**config.mk**
```make
export PLATFORM = sky130hd
export DESIGN_NAME = codec_cmd_engine
export DESIGN_NICKNAME = d
export VERILOG_FILES = /design/src/rtl/ccmd_pkg.sv /design/src/rtl/ccmd_tx_stage.sv /design/src/rtl/ccmd_rx_slot.sv /design/src/rtl/codec_cmd_engine.sv
export SDC_FILE = /design/constraint.sdc
export NUM_CORES = 1
export LEC_CHECK = 0
export ABC_AREA = 1
export BUFFER_PORTS_ARGS = -buffer_cell sky130_fd_sc_hd__clkbuf_2
export CORE_UTILIZATION = 51
export DETAILED_ROUTE_END_ITERATION = 10
export PLACE_DENSITY = 0.8
export SYNTH_ARGS = -nofsm -noshare
export SYNTH_HDL_FRONTEND = slang
export SYNTH_SLANG_ARGS = --single-unit
```
**constraint.sdc**
```tcl
create_clock -name clk -period 1.2 [get_ports clk]
set_input_delay 0.06 -clock clk [delete_from_list [all_inputs] [get_ports clk]]
set_output_delay 0.06 -clock clk [all_outputs]
set_load 0.01 [all_outputs]
```
**src/rtl/ccmd_pkg.sv**
```systemverilog
package ccmd_pkg;
    localparam int SLOT_W     = 20;
    localparam int NUM_CODECS = 4;
    localparam int CODEC_W    = $clog2(NUM_CODECS);
    localparam int SEL_W      = CODEC_W + 1;
    localparam int IDX_LSB    = 12;
    localparam int IDX_W      = 7;
    localparam int RD_BIT     = 19;
    localparam int VAL_LSB    = 4;
    localparam int VAL_W      = 16;
    localparam int NUM_RX     = 2;

    typedef enum logic {SEL_CMD = 1'b0, SEL_DAT = 1'b1} wr_target_e;
    typedef enum logic {RX_ADDR = 1'b0, RX_DATA = 1'b1} rx_target_e;

    typedef struct packed {
        logic [SLOT_W-1:0]  word;
        logic [CODEC_W-1:0] codec;
    } cmd_hold_t;

    function automatic logic [SLOT_W-1:0] make_cmd(input logic rd, input logic [IDX_W-1:0] idx);
        logic [SLOT_W-1:0] w;
        w = '0;
        w[IDX_LSB +: IDX_W] = idx;
        w[RD_BIT] = rd;
        return w;
    endfunction

    function automatic logic [SLOT_W-1:0] make_dat(input logic [VAL_W-1:0] v);
        logic [SLOT_W-1:0] w;
        w = '0;
        w[VAL_LSB +: VAL_W] = v;
        return w;
    endfunction
endpackage

```
**src/rtl/ccmd_tx_stage.sv**
```systemverilog
module ccmd_tx_stage
    import ccmd_pkg::*;
#(
    parameter int W  = SLOT_W,
    parameter int CW = CODEC_W
) (
    input  logic          clk,
    input  logic          rst,
    input  logic          frame_start,
    input  logic          cmd_txen,
    input  logic          dat_txen,
    input  logic          cmd_wr,
    input  logic          dat_wr,
    input  logic [CW-1:0] wr_codec,
    input  logic [W-1:0]  wr_data,
    output logic          cmd_busy,
    output logic          dat_busy,
    output logic          slot_cmd_valid,
    output logic [W-1:0]  slot_cmd_word,
    output logic          slot_dat_valid,
    output logic [W-1:0]  slot_dat_word,
    output logic [CW-1:0] slot_codec
);
    logic [W-1:0]  cmd_q, dat_q;
    logic [CW-1:0] codec_q;
    logic          send_cmd, send_dat;

    assign send_cmd = frame_start && cmd_busy && cmd_txen;
    assign send_dat = send_cmd && dat_busy && dat_txen;

    always_ff @(posedge clk) begin
        if (rst) begin
            cmd_busy       <= 1'b0;
            dat_busy       <= 1'b0;
            cmd_q          <= '0;
            dat_q          <= '0;
            codec_q        <= '0;
            slot_cmd_valid <= 1'b0;
            slot_dat_valid <= 1'b0;
            slot_cmd_word  <= '0;
            slot_dat_word  <= '0;
            slot_codec     <= '0;
        end else begin
            if (frame_start) begin
                slot_cmd_valid <= send_cmd;
                slot_dat_valid <= send_dat;
            end
            if (send_cmd) begin
                slot_cmd_word <= cmd_q;
                slot_codec    <= codec_q;
            end
            if (send_dat) slot_dat_word <= dat_q;

            if (cmd_wr) begin
                cmd_q    <= wr_data;
                codec_q  <= wr_codec;
                cmd_busy <= 1'b1;
            end else if (send_cmd) begin
                cmd_busy <= 1'b0;
            end

            if (dat_wr) begin
                dat_q    <= wr_data;
                dat_busy <= 1'b1;
            end else if (send_dat) begin
                dat_busy <= 1'b0;
            end
        end
    end

    AST_CMD_SENT_CLEARS: assert property (@(posedge clk) disable iff (rst)
        (frame_start && cmd_busy && cmd_txen && !cmd_wr) |=> (!cmd_busy && slot_cmd_valid));
    AST_DAT_NEEDS_CMD: assert property (@(posedge clk) disable iff (rst)
        slot_dat_valid |-> slot_cmd_valid);
    AST_HOLD_WHEN_OFF: assert property (@(posedge clk) disable iff (rst)
        (cmd_busy && !cmd_txen) |=> cmd_busy);
    AST_DAT_HELD_WHEN_OFF: assert property (@(posedge clk) disable iff (rst)
        (dat_busy && !dat_txen) |=> dat_busy);
    AST_SLOT_ONLY_AT_FRAME: assert property (@(posedge clk) disable iff (rst)
        !frame_start |=> ($stable(slot_cmd_valid) && $stable(slot_dat_valid)
                          && $stable(slot_cmd_word)));
endmodule

```
**src/rtl/ccmd_rx_slot.sv**
```systemverilog
module ccmd_rx_slot
    import ccmd_pkg::*;
#(
    parameter int W = SLOT_W
) (
    input  logic         clk,
    input  logic         rst,
    input  logic         rx_frame,
    input  logic         tag,
    input  logic         rx_en,
    input  logic [W-1:0] rx_word,
    input  logic         rd_clr,
    output logic         valid,
    output logic [W-1:0] held
);
    logic capture;
    assign capture = rx_frame && tag && rx_en;

    always_ff @(posedge clk) begin
        if (rst) begin
            valid <= 1'b0;
            held  <= '0;
        end else if (capture) begin
            valid <= 1'b1;
            held  <= rx_word;
        end else if (rd_clr) begin
            valid <= 1'b0;
        end
    end

    AST_RX_NO_SPURIOUS: assert property (@(posedge clk) disable iff (rst)
        !capture |=> !$rose(valid));
    AST_RX_READ_CLEARS: assert property (@(posedge clk) disable iff (rst)
        (rd_clr && !capture) |=> !valid);
    AST_RX_CAPTURE_WINS: assert property (@(posedge clk) disable iff (rst)
        capture |=> (valid && held == $past(rx_word)));
endmodule

```
**src/rtl/codec_cmd_engine.sv**
```systemverilog
module codec_cmd_engine
    import ccmd_pkg::*;
(
    input  logic               clk,
    input  logic               rst,
    input  logic               frame_start,
    input  logic               cmd_txen,
    input  logic               dat_txen,
    input  logic               addr_rxen,
    input  logic               data_rxen,
    input  logic [SEL_W-1:0]   codec_sel,
    input  logic               wr_en,
    input  logic               wr_sel,
    input  logic [SLOT_W-1:0]  wr_data,
    input  logic               rd_en,
    input  logic               rd_sel,
    output logic [SLOT_W-1:0]  rd_data,
    output logic               cmd_busy,
    output logic               dat_busy,
    output logic               addr_valid,
    output logic               data_valid,
    input  logic               rx_frame,
    input  logic               rx_addr_tag,
    input  logic               rx_data_tag,
    input  logic [SLOT_W-1:0]  rx_addr_word,
    input  logic [SLOT_W-1:0]  rx_data_word,
    output logic               slot_cmd_valid,
    output logic [SLOT_W-1:0]  slot_cmd_word,
    output logic               slot_dat_valid,
    output logic [SLOT_W-1:0]  slot_dat_word,
    output logic [CODEC_W-1:0] slot_codec
);
    logic codec_ok, cmd_wr, dat_wr;
    assign codec_ok = (codec_sel < SEL_W'(NUM_CODECS));
    assign cmd_wr   = wr_en && (wr_target_e'(wr_sel) == SEL_CMD) && codec_ok;
    assign dat_wr   = wr_en && (wr_target_e'(wr_sel) == SEL_DAT);

    ccmd_tx_stage #(.W(SLOT_W), .CW(CODEC_W)) tx_i (
        .clk(clk), .rst(rst), .frame_start(frame_start),
        .cmd_txen(cmd_txen), .dat_txen(dat_txen),
        .cmd_wr(cmd_wr), .dat_wr(dat_wr),
        .wr_codec(codec_sel[CODEC_W-1:0]), .wr_data(wr_data),
        .cmd_busy(cmd_busy), .dat_busy(dat_busy),
        .slot_cmd_valid(slot_cmd_valid), .slot_cmd_word(slot_cmd_word),
        .slot_dat_valid(slot_dat_valid), .slot_dat_word(slot_dat_word),
        .slot_codec(slot_codec)
    );

    logic [NUM_RX-1:0]             rx_tag, rx_en_v, rx_valid;
    logic [NUM_RX-1:0][SLOT_W-1:0] rx_in, rx_held;
    assign rx_tag  = {rx_data_tag, rx_addr_tag};
    assign rx_en_v = {data_rxen, addr_rxen};
    assign rx_in   = {rx_data_word, rx_addr_word};

    for (genvar i = 0; i < NUM_RX; i++) begin : g_rx
        ccmd_rx_slot #(.W(SLOT_W)) slot_i (
            .clk(clk), .rst(rst), .rx_frame(rx_frame),
            .tag(rx_tag[i]), .rx_en(rx_en_v[i]), .rx_word(rx_in[i]),
            .rd_clr(rd_en && (rd_sel == 1'(i))),
            .valid(rx_valid[i]), .held(rx_held[i])
        );
    end

    assign rd_data    = rx_held[rd_sel];
    assign addr_valid = rx_valid[RX_ADDR];
    assign data_valid = rx_valid[RX_DATA];

    AST_BAD_CODEC_REFUSED: assert property (@(posedge clk) disable iff (rst)
        (wr_en && !wr_sel && !codec_ok && !cmd_busy) |=> !cmd_busy);
    AST_WRITE_SETS_BUSY: assert property (@(posedge clk) disable iff (rst)
        (wr_en && wr_sel) |=> dat_busy);
    AST_RESET_CLEAN: assert property (@(posedge clk)
        rst |=> (!cmd_busy && !dat_busy && !addr_valid && !data_valid
                 && !slot_cmd_valid && !slot_dat_valid));
endmodule

```
==> impl_metrics.tcl <==
set metrics [dict create \
    drc 0 \
    violations "negative setup slack" \
    die_w_um 99.9 \
    drv_cap 0 \
    portBuffers 144 \
    worstPathMaxFanout 2 \
    cts_tree "built" \
    dr.first_iter.drc_count 246 \
    fmax_ghz 0.798 \
    synth_mux_area_frac 0 \
    die-area_um2 9990 \
    core_region_area_um2 9280 \
    ios 145 \
    synthSimpleGateAreaFrac 0.127 \
    cp_cell_sequence "nand2_1 -> o21ai_1 -> buf_2" \
    required_ps 1140 \
    fin_crit_sh 1.04 \
    synth_fp_nets 708 \
    wirelength_um 13800 \
    worst_setup_path_end_kind "primary output" \
    leakagePower_nw 3.05 \
    cp-start-kind "flip-flop" \
    rsz0062_at_grt "true" \
    path_clk_slew_ps 60 \
    stdcell_area_um2 7080 \
    min_from "rst" \
    numCtsBuffers 17 \
    area_growth_pct 44.7 \
    synth_xor_area_frac 0 \
    whs_endpoint "tx_i.slot_dat_valid$_SDFFE_PP0P_" \
    hold_violations 0 \
    first_global_vias 4577 \
    netlist.area_leader.share 0.532 \
    yosysSeqAreaShare 0.532 \
    ant_nets 0 \
    fin_setup_tns_ps -264 \
    placed_cell_area_um2 5700 \
    power-per-cell-area_nw_per_um2 1490 \
    r2r_slack_ps 100 \
    numClockSinks 130 \
    syn-cell-area_um2 4890 \
    syn_avg_cell_area_um2 7.75 \
    synth_cell_types 20 \
    antenna_found_initial 0 \
    layout.nets 915 \
    clock-skew-final_ps 9.69 \
    yosysWarningCount 0 \
    max-slew-margin-rel 0.758 \
    hold_class "in -> reg" \
    rows 35 \
    slew_viol_final 0 \
    cts_htree_levels 4 \
    clockBufferDepth 2 \
    grt_pass1_wl_um 21200 \
    ys_ff_latch 130 \
    vias_per_cell 5.03 \
    arrival_ps 1190 \
    gp_congestion 0.761 \
    ir_drop_uv 951 \
    antenna_cells 0 \
    synth_top_area_cell "dfxtp_1" \
    synthTopCellsByArea "dfxtp_1, a21oi_1, o21ai_0, nand2_1, inv_1" \
    r2r-end "tx_i.slot_dat_word[10]$_SDFFE_PP0P_" \
    grt_overflow_total 0 \
    detailroute.via_count 4928 \
    status "finished with violations" \
    dpl.hpwl_um 7590 \
    fin_ws_ps -52.8 \
    synth_compound_area_frac 0.220 \
    synthAdderAreaFrac 0 \
    max_stage_delay_ps 340 \
    worstSkewPairLatency_ps 510 \
    post-route-min-period_ps 1250 \
    setup_violations 10 \
    hold-path-cell-count 3 \
    drive_gt1_frac 0.314 \
    r2r_start "tx_i.cmd_busy$_SDFFE_PP0P_" \
    die-height_um 99.9 \
    grt_max_degree 63 \
    root_buffer "clkbuf_8" \
    track_usage 0.271 \
    crit_path_top_delay_cell "dfxtp_2" \
    post_drt_wl_per_cell_um 14.1 \
    synth_top_family_by_area "compound AO/OA/AOI/OAI gates" \
    synth_cells 631 \
    drtPass1Iterations 6 \
    worstMarginPinSlew_ps 363 \
    critPathKind "reg -> out" \
    start_util 0.527 \
    rr_worst_depth 6 \
    fin_total_pwr_w 0.0106 \
]
## per-layer routing
metal	vias to the layer above	global-route usage	routed length, um
met5	-	0	0
met4	0	0.102	207
met3	21	0.0745	1100
met2	256	0.456	6600
met1	2219	0.330	5880
li1	2432	-	-
## synth_stat cells, drive strengths merged
master  instances
nand3b          1
nand2         110
a21oi         110
buf            29
dfxtp         130
inv            88
o21bai          1
clkbuf         14
nand3           3
o21ai         103
nor2           42
## how the worst max path moves through the flow
stage | start | endpoint | slack [ps] | cells after the start
2_1_floorplan | tx_i.cmd_busy$_SDFFE_PP0P_ | tx_i.dat_busy$_SDFFE_PP0P_ | 130 | 5
3_3_place_gp | tx_i.cmd_busy$_SDFFE_PP0P_ | tx_i.slot_dat_word[10]$_SDFFE_PP0P_ | 140 | 6
3_5_place_dp | tx_i.cmd_busy$_SDFFE_PP0P_ | tx_i.slot_dat_word[10]$_SDFFE_PP0P_ | 90 | 6
4_1_cts | g_rx[0].slot_i.held[11]$_SDFFE_PP0P_ | rd_data[11] | -50 | 3
5_1_grt | g_rx[0].slot_i.held[9]$_SDFFE_PP0P_ | rd_data[9] | -100 | 3
6_report | g_rx[1].slot_i.held[7]$_SDFFE_PP0P_ | rd_data[7] | -50 | 3
## state kept, by name (all words and copies together), names as in the netlist
| signal | cells |
|---|---|
| g_rx.slot_i.valid | 2 |
| tx_i.cmd_q | 20 |
| tx_i.slot_cmd_word | 20 |
| g_rx.slot_i.held | 40 |
| tx_i.dat_q | 20 |
| tx_i.dat_busy | 1 |
| tx_i.slot_dat_word | 20 |
| tx_i.slot_codec | 2 |
| tx_i.slot_cmd_valid | 1 |
| tx_i.codec_q | 2 |
| tx_i.slot_dat_valid | 1 |
| tx_i.cmd_busy | 1 |
## stage by stage
step	util	setup slack, ps	hold WS (ps)	instances
2_1_floorplan	-	134	203	631
3_3_place_gp	0.614	143	303	874
3_5_place_dp	0.614	89.4	302	874
4_1_cts	0.749	-46.5	15.9	971
5_1_grt	0.762	-102	48.4	979
6_report	0.762	-52.8	49.1	979
## power breakdown
part / internal [W] / total (W) / switching, W / leakage (nW)
Combinational: 0.000474 / 0.00101 / 0.000534 / 1.69
Clock: 0.00304 / 0.00499 / 0.00196 / 0.284
Sequential: 0.00450 / 0.00458 / 0.0000814 / 1.07
## area by class of cell
type	count	area, um^2
clock buffer	18	428
clock inverter	13	150
fill	612	2210
inverter	88	330
multi-input combinational	370	1740
sequential	130	2640
tap	129	161
timing repair buffer	231	1620
## placed cells by master (no fill, tap or decap), types with 2 or more instances in the layout
master	Yosys	routed
inv_2	2	22
dfxtp_2	0	33
clkbuf_16	0	16
a21oi_1	110	110
o21ai_2	0	8
dlygate4sd3_1	0	65
clkinv_2	0	2
inv_1	86	66
o21ai_0	92	72
bufinv_16	0	2
clkinv_4	0	3
nand2_2	0	2
nand2_1	110	108
buf_12	0	7
o21ai_1	11	23
nor2_1	40	40
clkbuf_8	0	2
nand3_1	2	2
buf_2	17	20
inv_6	0	4
buf_4	3	15
clkbuf_2	6	124
dfxtp_1	130	97
## critical path, delay by kind of cell (launching register included)
kind,cells,cell delay (ps)
flip-flops,1,340
buffers and inverters,1,160
AO/OA/AOI/OAI,1,110
AND/OR/NAND/NOR,1,70
## kinds of logic (layout without fill, tap and decap cells)
| family | count (synthesis) | in the layout |
|---|---|---|
| AOI/OAI and AO/OA | 214 | 214 |
| buffers and inverters | 131 | 350 |
| DFF | 130 | 130 |
| and+or+nand+nor | 156 | 156 |
## timing repair
action,in CTS,in global routing
buffers inserted,1,8
endpoints found under the hold margin,87,0
setup endpoints to repair,20,37
hold buffers,65,0
gates resized for setup,34,70
pin swaps,2,12
Power figures use the tool's default switching activity.
